<file path="src/rtl/chan_seq_pkg.sv">
package chan_seq_pkg;
    typedef enum logic [2:0] {
        SEQ_IDLE,
        SEQ_CANCEL,
        SEQ_WR_PRIM,
        SEQ_WR_SEC,
        SEQ_RELEASE,
        SEQ_CLEAR
    } seq_state_e;
endpackage

</file>
<file path="src/rtl/done_pend_counter.sv">
module done_pend_counter #(
    parameter int CNT_W = 4
) (
    input  logic             clk,
    input  logic             rst_n,
    input  logic             inc,
    input  logic             dec,
    input  logic             wipe,
    output logic [CNT_W-1:0] cnt
);
    localparam logic [CNT_W-1:0] MAXV = '1;

    always_ff @(posedge clk or negedge rst_n) begin
        if (!rst_n) begin
            cnt <= '0;
        end else if (wipe) begin
            cnt <= '0;
        end else if (inc && !dec) begin
            if (cnt != MAXV) cnt <= cnt + 1'b1;
        end else if (dec && !inc) begin
            if (cnt != '0) cnt <= cnt - 1'b1;
        end
    end

    assert_no_overflow_R5: assert property (@(posedge clk) disable iff (!rst_n)
        (cnt == MAXV && inc && !dec && !wipe) |=> (cnt == MAXV));

    assert_no_underflow_R4: assert property (@(posedge clk) disable iff (!rst_n)
        (cnt == '0 && dec && !inc) |=> (cnt == '0));
endmodule

</file>
<file path="src/rtl/err_latch.sv">
module err_latch #(
    parameter int ERR_W = 4
) (
    input  logic             clk,
    input  logic             rst_n,
    input  logic             detect,
    input  logic [ERR_W-1:0] code_in,
    input  logic             clr,
    input  logic             wipe,
    output logic             pend,
    output logic [ERR_W-1:0] code
);
    always_ff @(posedge clk or negedge rst_n) begin
        if (!rst_n) begin
            pend <= 1'b0;
            code <= '0;
        end else if (wipe) begin
            pend <= 1'b0;
            code <= '0;
        end else if (clr) begin
            pend <= 1'b0;
        end else if (detect && !pend) begin
            pend <= 1'b1;
            code <= code_in;
        end
    end

    assert_code_stable_R6: assert property (@(posedge clk) disable iff (!rst_n)
        (pend && !wipe) |=> $stable(code));
endmodule

</file>
<file path="src/rtl/chan_reset_fsm.sv">
module chan_reset_fsm
    import chan_seq_pkg::*;
(
    input  logic clk,
    input  logic rst_n,
    input  logic reset_req,
    input  logic prim_assigned,
    input  logic sec_reserved,
    input  logic wr_ack,
    output logic busy,
    output logic wr_req,
    output logic wr_sel,
    output logic rel_prim,
    output logic rel_sec,
    output logic clr_pulse
);
    seq_state_e state, state_nx;
    logic       sec_q;

    always_comb begin
        state_nx = state;
        unique case (state)
            SEQ_IDLE:    if (reset_req) state_nx = prim_assigned ? SEQ_WR_PRIM : SEQ_CANCEL;
            SEQ_CANCEL:  state_nx = SEQ_CLEAR;
            SEQ_WR_PRIM: if (wr_ack) state_nx = sec_q ? SEQ_WR_SEC : SEQ_RELEASE;
            SEQ_WR_SEC:  if (wr_ack) state_nx = SEQ_RELEASE;
            SEQ_RELEASE: state_nx = SEQ_CLEAR;
            SEQ_CLEAR:   state_nx = SEQ_IDLE;
            default:     state_nx = SEQ_IDLE;
        endcase
    end

    always_ff @(posedge clk or negedge rst_n) begin
        if (!rst_n) begin
            state <= SEQ_IDLE;
            sec_q <= 1'b0;
        end else begin
            state <= state_nx;
            if (state == SEQ_IDLE && reset_req) sec_q <= sec_reserved;
        end
    end

    always_comb begin
        busy      = (state != SEQ_IDLE);
        wr_req    = 1'b0;
        wr_sel    = 1'b0;
        rel_prim  = 1'b0;
        rel_sec   = 1'b0;
        clr_pulse = 1'b0;
        unique case (state)
            SEQ_IDLE:    ;
            SEQ_CANCEL:  begin rel_prim = 1'b1; rel_sec = 1'b1; end
            SEQ_WR_PRIM: wr_req = 1'b1;
            SEQ_WR_SEC:  begin wr_req = 1'b1; wr_sel = 1'b1; end
            SEQ_RELEASE: begin rel_prim = 1'b1; rel_sec = sec_q; end
            SEQ_CLEAR:   clr_pulse = 1'b1;
            default:     ;
        endcase
    end

    assert_prim_before_sec_R8: assert property (@(posedge clk) disable iff (!rst_n)
        (state == SEQ_WR_SEC) |-> ($past(state) == SEQ_WR_PRIM || $past(state) == SEQ_WR_SEC));

    assert_wait_ack_R8: assert property (@(posedge clk) disable iff (!rst_n)
        (state == SEQ_WR_PRIM && !wr_ack) |=> (state == SEQ_WR_PRIM));

    assert_cancel_path_R7: assert property (@(posedge clk) disable iff (!rst_n)
        (state == SEQ_CANCEL) |=> (state == SEQ_CLEAR));

    assert_release_onehot_R8: assert property (@(posedge clk) disable iff (!rst_n)
        $onehot0({wr_req, clr_pulse, rel_prim}));
endmodule

</file>
<file path="src/rtl/chan_irq_rst_seq.sv">
module chan_irq_rst_seq #(
    parameter int CNT_W = 4,
    parameter int ERR_W = 4
) (
    input  logic             clk,
    input  logic             rst_n,
    input  logic             cfg_done_en,
    input  logic             cfg_notify_global,
    input  logic             cfg_reset_req,
    input  logic             desc_done_ok,
    input  logic             desc_notify,
    input  logic             err_detect,
    input  logic [ERR_W-1:0] err_code,
    input  logic             host_done_clr,
    input  logic             host_err_clr,
    input  logic             prim_assigned,
    input  logic             sec_reserved,
    input  logic             rst_wr_ack,
    output logic             done_irq,
    output logic [CNT_W-1:0] done_pend,
    output logic             err_irq,
    output logic [ERR_W-1:0] err_status,
    output logic             rst_wr_req,
    output logic             rst_wr_sel,
    output logic             rel_prim,
    output logic             rel_sec,
    output logic             reset_done
);
    logic busy;
    logic done_evt;
    logic err_evt;

    chan_reset_fsm u_fsm (
        .clk           (clk),
        .rst_n         (rst_n),
        .reset_req     (cfg_reset_req),
        .prim_assigned (prim_assigned),
        .sec_reserved  (sec_reserved),
        .wr_ack        (rst_wr_ack),
        .busy          (busy),
        .wr_req        (rst_wr_req),
        .wr_sel        (rst_wr_sel),
        .rel_prim      (rel_prim),
        .rel_sec       (rel_sec),
        .clr_pulse     (reset_done)
    );

    // qualify completion by enable and notification type; ignored while sequencing
    assign done_evt = desc_done_ok && cfg_done_en && (cfg_notify_global || desc_notify) && !busy;
    assign err_evt  = err_detect && !busy;

    done_pend_counter #(.CNT_W(CNT_W)) u_cnt (
        .clk   (clk),
        .rst_n (rst_n),
        .inc   (done_evt),
        .dec   (host_done_clr),
        .wipe  (reset_done),
        .cnt   (done_pend)
    );

    err_latch #(.ERR_W(ERR_W)) u_err (
        .clk     (clk),
        .rst_n   (rst_n),
        .detect  (err_evt),
        .code_in (err_code),
        .clr     (host_err_clr),
        .wipe    (reset_done),
        .pend    (err_irq),
        .code    (err_status)
    );

    assign done_irq = (done_pend != '0);

    assert_wipe_R9: assert property (@(posedge clk) disable iff (!rst_n)
        reset_done |=> (done_pend == '0 && !err_irq && err_status == '0));

    assert_busy_hold_R10: assert property (@(posedge clk) disable iff (!rst_n)
        (busy && !reset_done && !host_done_clr) |=> $stable(done_pend));
endmodule

</file>
<file path="config.mk">
export PLATFORM = sky130hd
export DESIGN_NAME = chan_irq_rst_seq
export DESIGN_NICKNAME = d
export VERILOG_FILES = /design/src/rtl/chan_seq_pkg.sv /design/src/rtl/done_pend_counter.sv /design/src/rtl/err_latch.sv /design/src/rtl/chan_reset_fsm.sv /design/src/rtl/chan_irq_rst_seq.sv
export SDC_FILE = /design/constraint.sdc
export NUM_CORES = 1
export LEC_CHECK = 0
export ABC_AREA = 1
export BUFFER_PORTS_ARGS = -buffer_cell sky130_fd_sc_hd__buf_2
export CORE_UTILIZATION = 45
export DETAILED_ROUTE_END_ITERATION = 16
export PLACE_DENSITY = 0.72
export SETUP_SLACK_MARGIN = 0.15
export SLEW_MARGIN = 20
export SYNTH_ARGS = -nofsm -noshare
export SYNTH_HDL_FRONTEND = slang
export SYNTH_SLANG_ARGS = --single-unit
</file>
<file path="constraint.sdc">
create_clock -name clk -period 3.3 [get_ports clk]
set_input_delay 0.825 -clock clk [delete_from_list [all_inputs] [get_ports clk]]
set_output_delay 0.825 -clock clk [all_outputs]
set_load 0.03 [all_outputs]
</file>
; ---- Word-level counts from Yosys, hierarchy flattened
; Cells that the tools add are included.
[word_totals]
in_bits = 17
regBits = 13
[classes]
addsub = 2
mux = 22
reduce_logical = 25
n_eq_ne = 11
[op_table]
columns = operator, count
row1 = 4-bit two-way mux, 8
row2 = 3-bit two-way mux, 4
row3 = 3-bit one-hot mux with 4 select lines, 1
row4 = 3-bit nonzero test, 4
row5 = 1-bit logical AND, 8
row6 = 1-bit two-way mux, 7
row7 = "3-bit by 2-bit equality test with 1-bit output, second input constant", 2
row8 = "3-bit equality test, second input constant", 2
row9 = "2-bit != test, second input constant", 3
row10 = 3-bit AND reduction, 2
row11 = "4-bit by 1-bit adder with 4-bit output, second input constant", 1
row12 = 1-bit logical NOT, 4
row13 = "4-bit != test, second input constant", 1
row14 = 4-bit nonzero test, 1
row15 = 2-bit OR reduction, 2
row16 = "4-bit by 1-bit subtractor with 4-bit output, second input constant", 1
row17 = "3-bit by 1-bit equality test with 1-bit output, second input constant", 1
row18 = 3-bit logical NOT, 1
row19 = "3-bit != test, second input constant", 1
row20 = 2-bit two-way mux, 1
row21 = "2-bit by 1-bit != test with 1-bit output, second input constant", 1
row22 = 1-bit one-hot mux with 2 select lines, 1
row23 = 2-bit AND reduction, 1
row24 = 2-bit nonzero test, 1
row25 = 1-bit logical OR, 1

; ---- Depth between registers and ports, before layout
[depth]
depth_word = 8
mapped_depth = 12
depth_no_buf = 12

; ---- Cells and area by module
; Synthesis repeated with hierarchy kept, for this count alone.
[hier_totals]
cells_unflattened = 139
hier_area_um2 = 922.1
[by_module_without_submodules]
columns = module, cells_per_inst, area_each_um2, n_inst
row1 = done_pend_counter, 56, 350.3, 1
row2 = chan_reset_fsm, 40, 272.8, 1
row3 = err_latch, 34, 256.5, 1
row4 = chan_irq_rst_seq, 9, 42.5, 1

; ---- Worst setup path before layout
; Ideal clock, no wire load.
[synth_timing]
path_kind = input-to-reg
from = input desc_notify
to = register u_cnt.cnt[3]
n_path_buf = 0
t_arrival_ps = 2019
cell_stages = 11
setup_slack_ps = 1163
path_cell_list = o211ai_1 > nor2_1 > ha_1 > inv_1 > ha_1 > a21oi_1 > nand2_1 > nand2_1 > nand2_1 > nand2_1 > nand2_1
[synth_between]
elab_chain_cells = 7
[synth_rtl]
columns = item, line_no
row1 = start: declaration, chan_irq_rst_seq.sv:11  ; input logic desc_notify,
row2 = 1-bit logical OR *, chan_irq_rst_seq.sv:49  ; assign done_evt = desc_done_ok && cfg_done_en && (cfg_notify_global || desc_notify) && !busy;
row3 = 1-bit logical AND * (2 in series), chan_irq_rst_seq.sv:49
row4 = 1-bit logical NOT, done_pend_counter.sv:20  ; end else if (dec && !inc) begin
row5 = 1-bit logical AND, done_pend_counter.sv:20
row6 = 3-bit nonzero test (no line), --
row7 = 3-bit AND reduction (no line), --
row8 = end signal: assignment, done_pend_counter.sv:19  ; if (cnt != MAXV) cnt <= cnt + 1'b1;
row9 = end signal: assignment, done_pend_counter.sv:21  ; if (cnt != '0) cnt <= cnt - 1'b1;
row10 = end: declaration, done_pend_counter.sv:9  ; output logic [CNT_W-1:0] cnt
; Mark *: on every way between the ends. The rest lies on a longest branch, timed or not.
; A chain may end at the register's enable or synchronous reset.

; ---- Final worst setup path
[layout_timing]
from = register u_fsm.state[1]
to = output rel_sec
[layout_between]
elab_chain_cells = 2
[layout_rtl]
columns = item, line_no
row1 = start: declaration, chan_reset_fsm.sv:17  ; seq_state_e state, state_nx;
row2 = start signal: assignment, chan_reset_fsm.sv:38  ; state <= state_nx;
row3 = 3-bit equality test / 3-bit by 1-bit equality test with 1-bit output (equally long branches), chan_reset_fsm.sv:50  ; unique case (state)
row4 = 1-bit one-hot mux with 2 select lines *, chan_reset_fsm.sv:50
row5 = end: declaration, chan_irq_rst_seq.sv:26  ; output logic rel_sec,
; Marks and branches as above.

==> flow_summary.ini <==
[routing]
vias_per_cell = 4.73
first_iter_violations = 20
antenna_left = 0
drc = 0
wl_per_cell_um = 9.84
drt_pre_antenna_iters = 4
wl_mm = 1.76
vias = 846

[timing]
tightest_slew_ns = 0.332
finalSetupTns_ns = 0
min_period_over_period = 0.690
hold_violations = 0
fin_crit_ns = 2.28
rsz0062_at_grt = false
slew_violations = 0
slew-limit-headroom = 0.777
timing.hold.ws_ns = 0.423
max_freq_mhz = 439
setup_viol = 0
fin_worst_skew_ns = 0.00758

[place]
io_buffers = 31
post-place-cells = 175
placed_area_um2 = 1020
dp_hpwl_mm = 1.45
gp_congestion = 0.761

[worst_setup_path]
crit_type = reg2out
arrival_ns = 1.45
crit_path_end_kind = output pin
required_ns = 2.47
cp_max_fo = 6
startpoint_type = flop

[final_layout]
n_antenna_cell = 0
fin_area_um2 = 1050
final_common_cell = nand2_1
drive_above_1_share = 0.292
fillers = 178
final_cell_mix = nand2_1, buf_2, inv_1
fin_nets = 176
area_growth_syn_to_layout_pct = 25.4
fin_cells = 179

[logic_synthesis]
ys_types = 19
synthCells = 119
ys_seq_area_frac = 0.388
synth.net_count = 140
ys_seq_elements = 13
ys_warn_count = 0
synth_area_per_cell_um2 = 7.04
synth_area_um2 = 838

[run_status]
status = finished, final reports clean

[global_routing]
grtUsageTotal = 0.188
grt_pass1_wl_mm = 2.75
first_global_vias = 689
grt_start_max_net_pins = 14
antenna_found_initial = 0
overflow = 0

[floorplan]
die_h_um = 45.2
io_pins = 32
start_util = 0.480
dieArea_um2 = 2040
die_width_um = 45.2
core_um2 = 1750
row_count = 15

[clocking]
htree_num_levels = 1
cts_tree = yes
max-clock-path-buffers = 2
post_cts_buffers = 0
ctsHoldBuffers = 0
clk_latency_ns = 0.27
clkSinkCount = 13
cts_made_buffers = 3
clk_pin_slew_worst_paths_ns = 0.08
cts_resized = 0
cts_root_buffer = clkbuf_4

[pwr]
leakagePower_nw = 0.636
powerDensity_nw_per_um2 = 1020
vdd_ir_drop_max_mv = 0.537

[hold_path]
hold_path.class = in2async

[flow_run]
cap_violations = 0
## worst paths after layout
check | startpoint | cells past startpoint | slack (ns) | to
max in group asynchronous | rst_n | 1 | 2.64 | u_err.pend$_DFFE_PN0P_
min | rst_n | 1 | 0.42 | u_err.code[3]$_DFFE_PN0P_
max | u_fsm.state[1]$_DFFE_PN0P_ | 4 | 1.02 | rel_sec
min in group clk | u_err.code[2]$_DFFE_PN0P_ | 2 | 0.47 | u_err.code[2]$_DFFE_PN0P_
min reg2reg | u_err.code[2]$_DFFE_PN0P_ | 2 | 0.47 | u_err.code[2]$_DFFE_PN0P_
max reg2reg | u_fsm.state[2]$_DFFE_PN0P_ | 12 | 1.17 | u_cnt.cnt[3]$_DFFE_PN0P_
## cell type report
type / count / area [um^2] / area share
Clock buffer: 4 / 26.3 / 0.0250
Inverter: 20 / 75.1 / 0.0714
Multi-Input combinational cell: 86 / 438 / 0.417
Sequential cell: 13 / 325 / 0.310
Tap cell: 25 / 31.3 / 0.0298
Timing Repair Buffer: 31 / 155 / 0.148
## state kept, by name, summed over array words and instances (netlist names)
| signal | cells |
|---|---|
| u_fsm.state | 3 |
| u_fsm.sec_q | 1 |
| u_cnt.cnt | 4 |
| u_err.code | 4 |
| u_err.pend | 1 |
## Yosys cell counts
cell,number,area (um^2)
inv_2,2,7.51
nor2_4,2,22.5
fa_1,1,20.0
xnor2_1,1,8.76
nand3_2,1,10.0
nor2_2,3,18.8
inv_1,18,67.6
nand3_1,11,55.1
a21oi_2,1,8.76
nand2_2,2,12.5
o21ai_0,1,5.00
o21a_1,1,7.51
dfrtp_1,13,325
a21oi_1,4,20.0
nor2_1,12,45.0
nand2_1,41,154
nor3_1,1,5.00
ha_1,3,37.5
o211ai_1,1,7.51
## report_power, final
group	internal, W	switching, W	leakage (nW)	total [W]
Combinational	0.000216	0.000453	0.457	0.000669
Clock	0.0000468	0.0000517	0.0150	0.0000985
Sequential	0.000231	0.0000750	0.164	0.000306
Total	0.000493	0.000580	0.636	0.00107
## metal layers
layer / up-vias / global-route usage / part of all wire
met5: - / 0 / 0
met4: 0 / 0.109 / 0.011
met3: 2 / 0.0120 / 0.043
met2: 30 / 0.307 / 0.49
met1: 376 / 0.246 / 0.46
li1: 438 / - / -
## kinds of logic after synthesis
| kind of cell | Yosys count | share of synthesized area |
|---|---|---|
| AOI/OAI and AO/OA | 8 | 0.0582 |
| xor gates and xnor gates | 1 | 0.0104 |
| adders and majority gates | 4 | 0.0687 |
| buffers and inverters | 20 | 0.0895 |
| DFF | 13 | 0.388 |
| and+or+nand+nor | 73 | 0.385 |
## stage by stage
step | total power (W) | setup slack (ns) | utilization
2_1_floorplan | 0.000808 | 1.16 | -
3_3_place_gp | 0.000962 | 1.01 | 0.587
3_5_place_dp | 0.000981 | 0.936 | 0.587
4_1_cts | 0.00108 | 1.02 | 0.602
5_1_grt | 0.00118 | 0.921 | 0.602
6_report | 0.00107 | 1.02 | 0.602
## critical path, stage by stage (launching register included)
cell and delay (ns):
dfrtp_1 0.46, nor3_1 0.33, nor2_4 0.07, a21oi_1 0.11, buf_2 0.20
No activity file was read; power rests on OpenSTA's default activity.
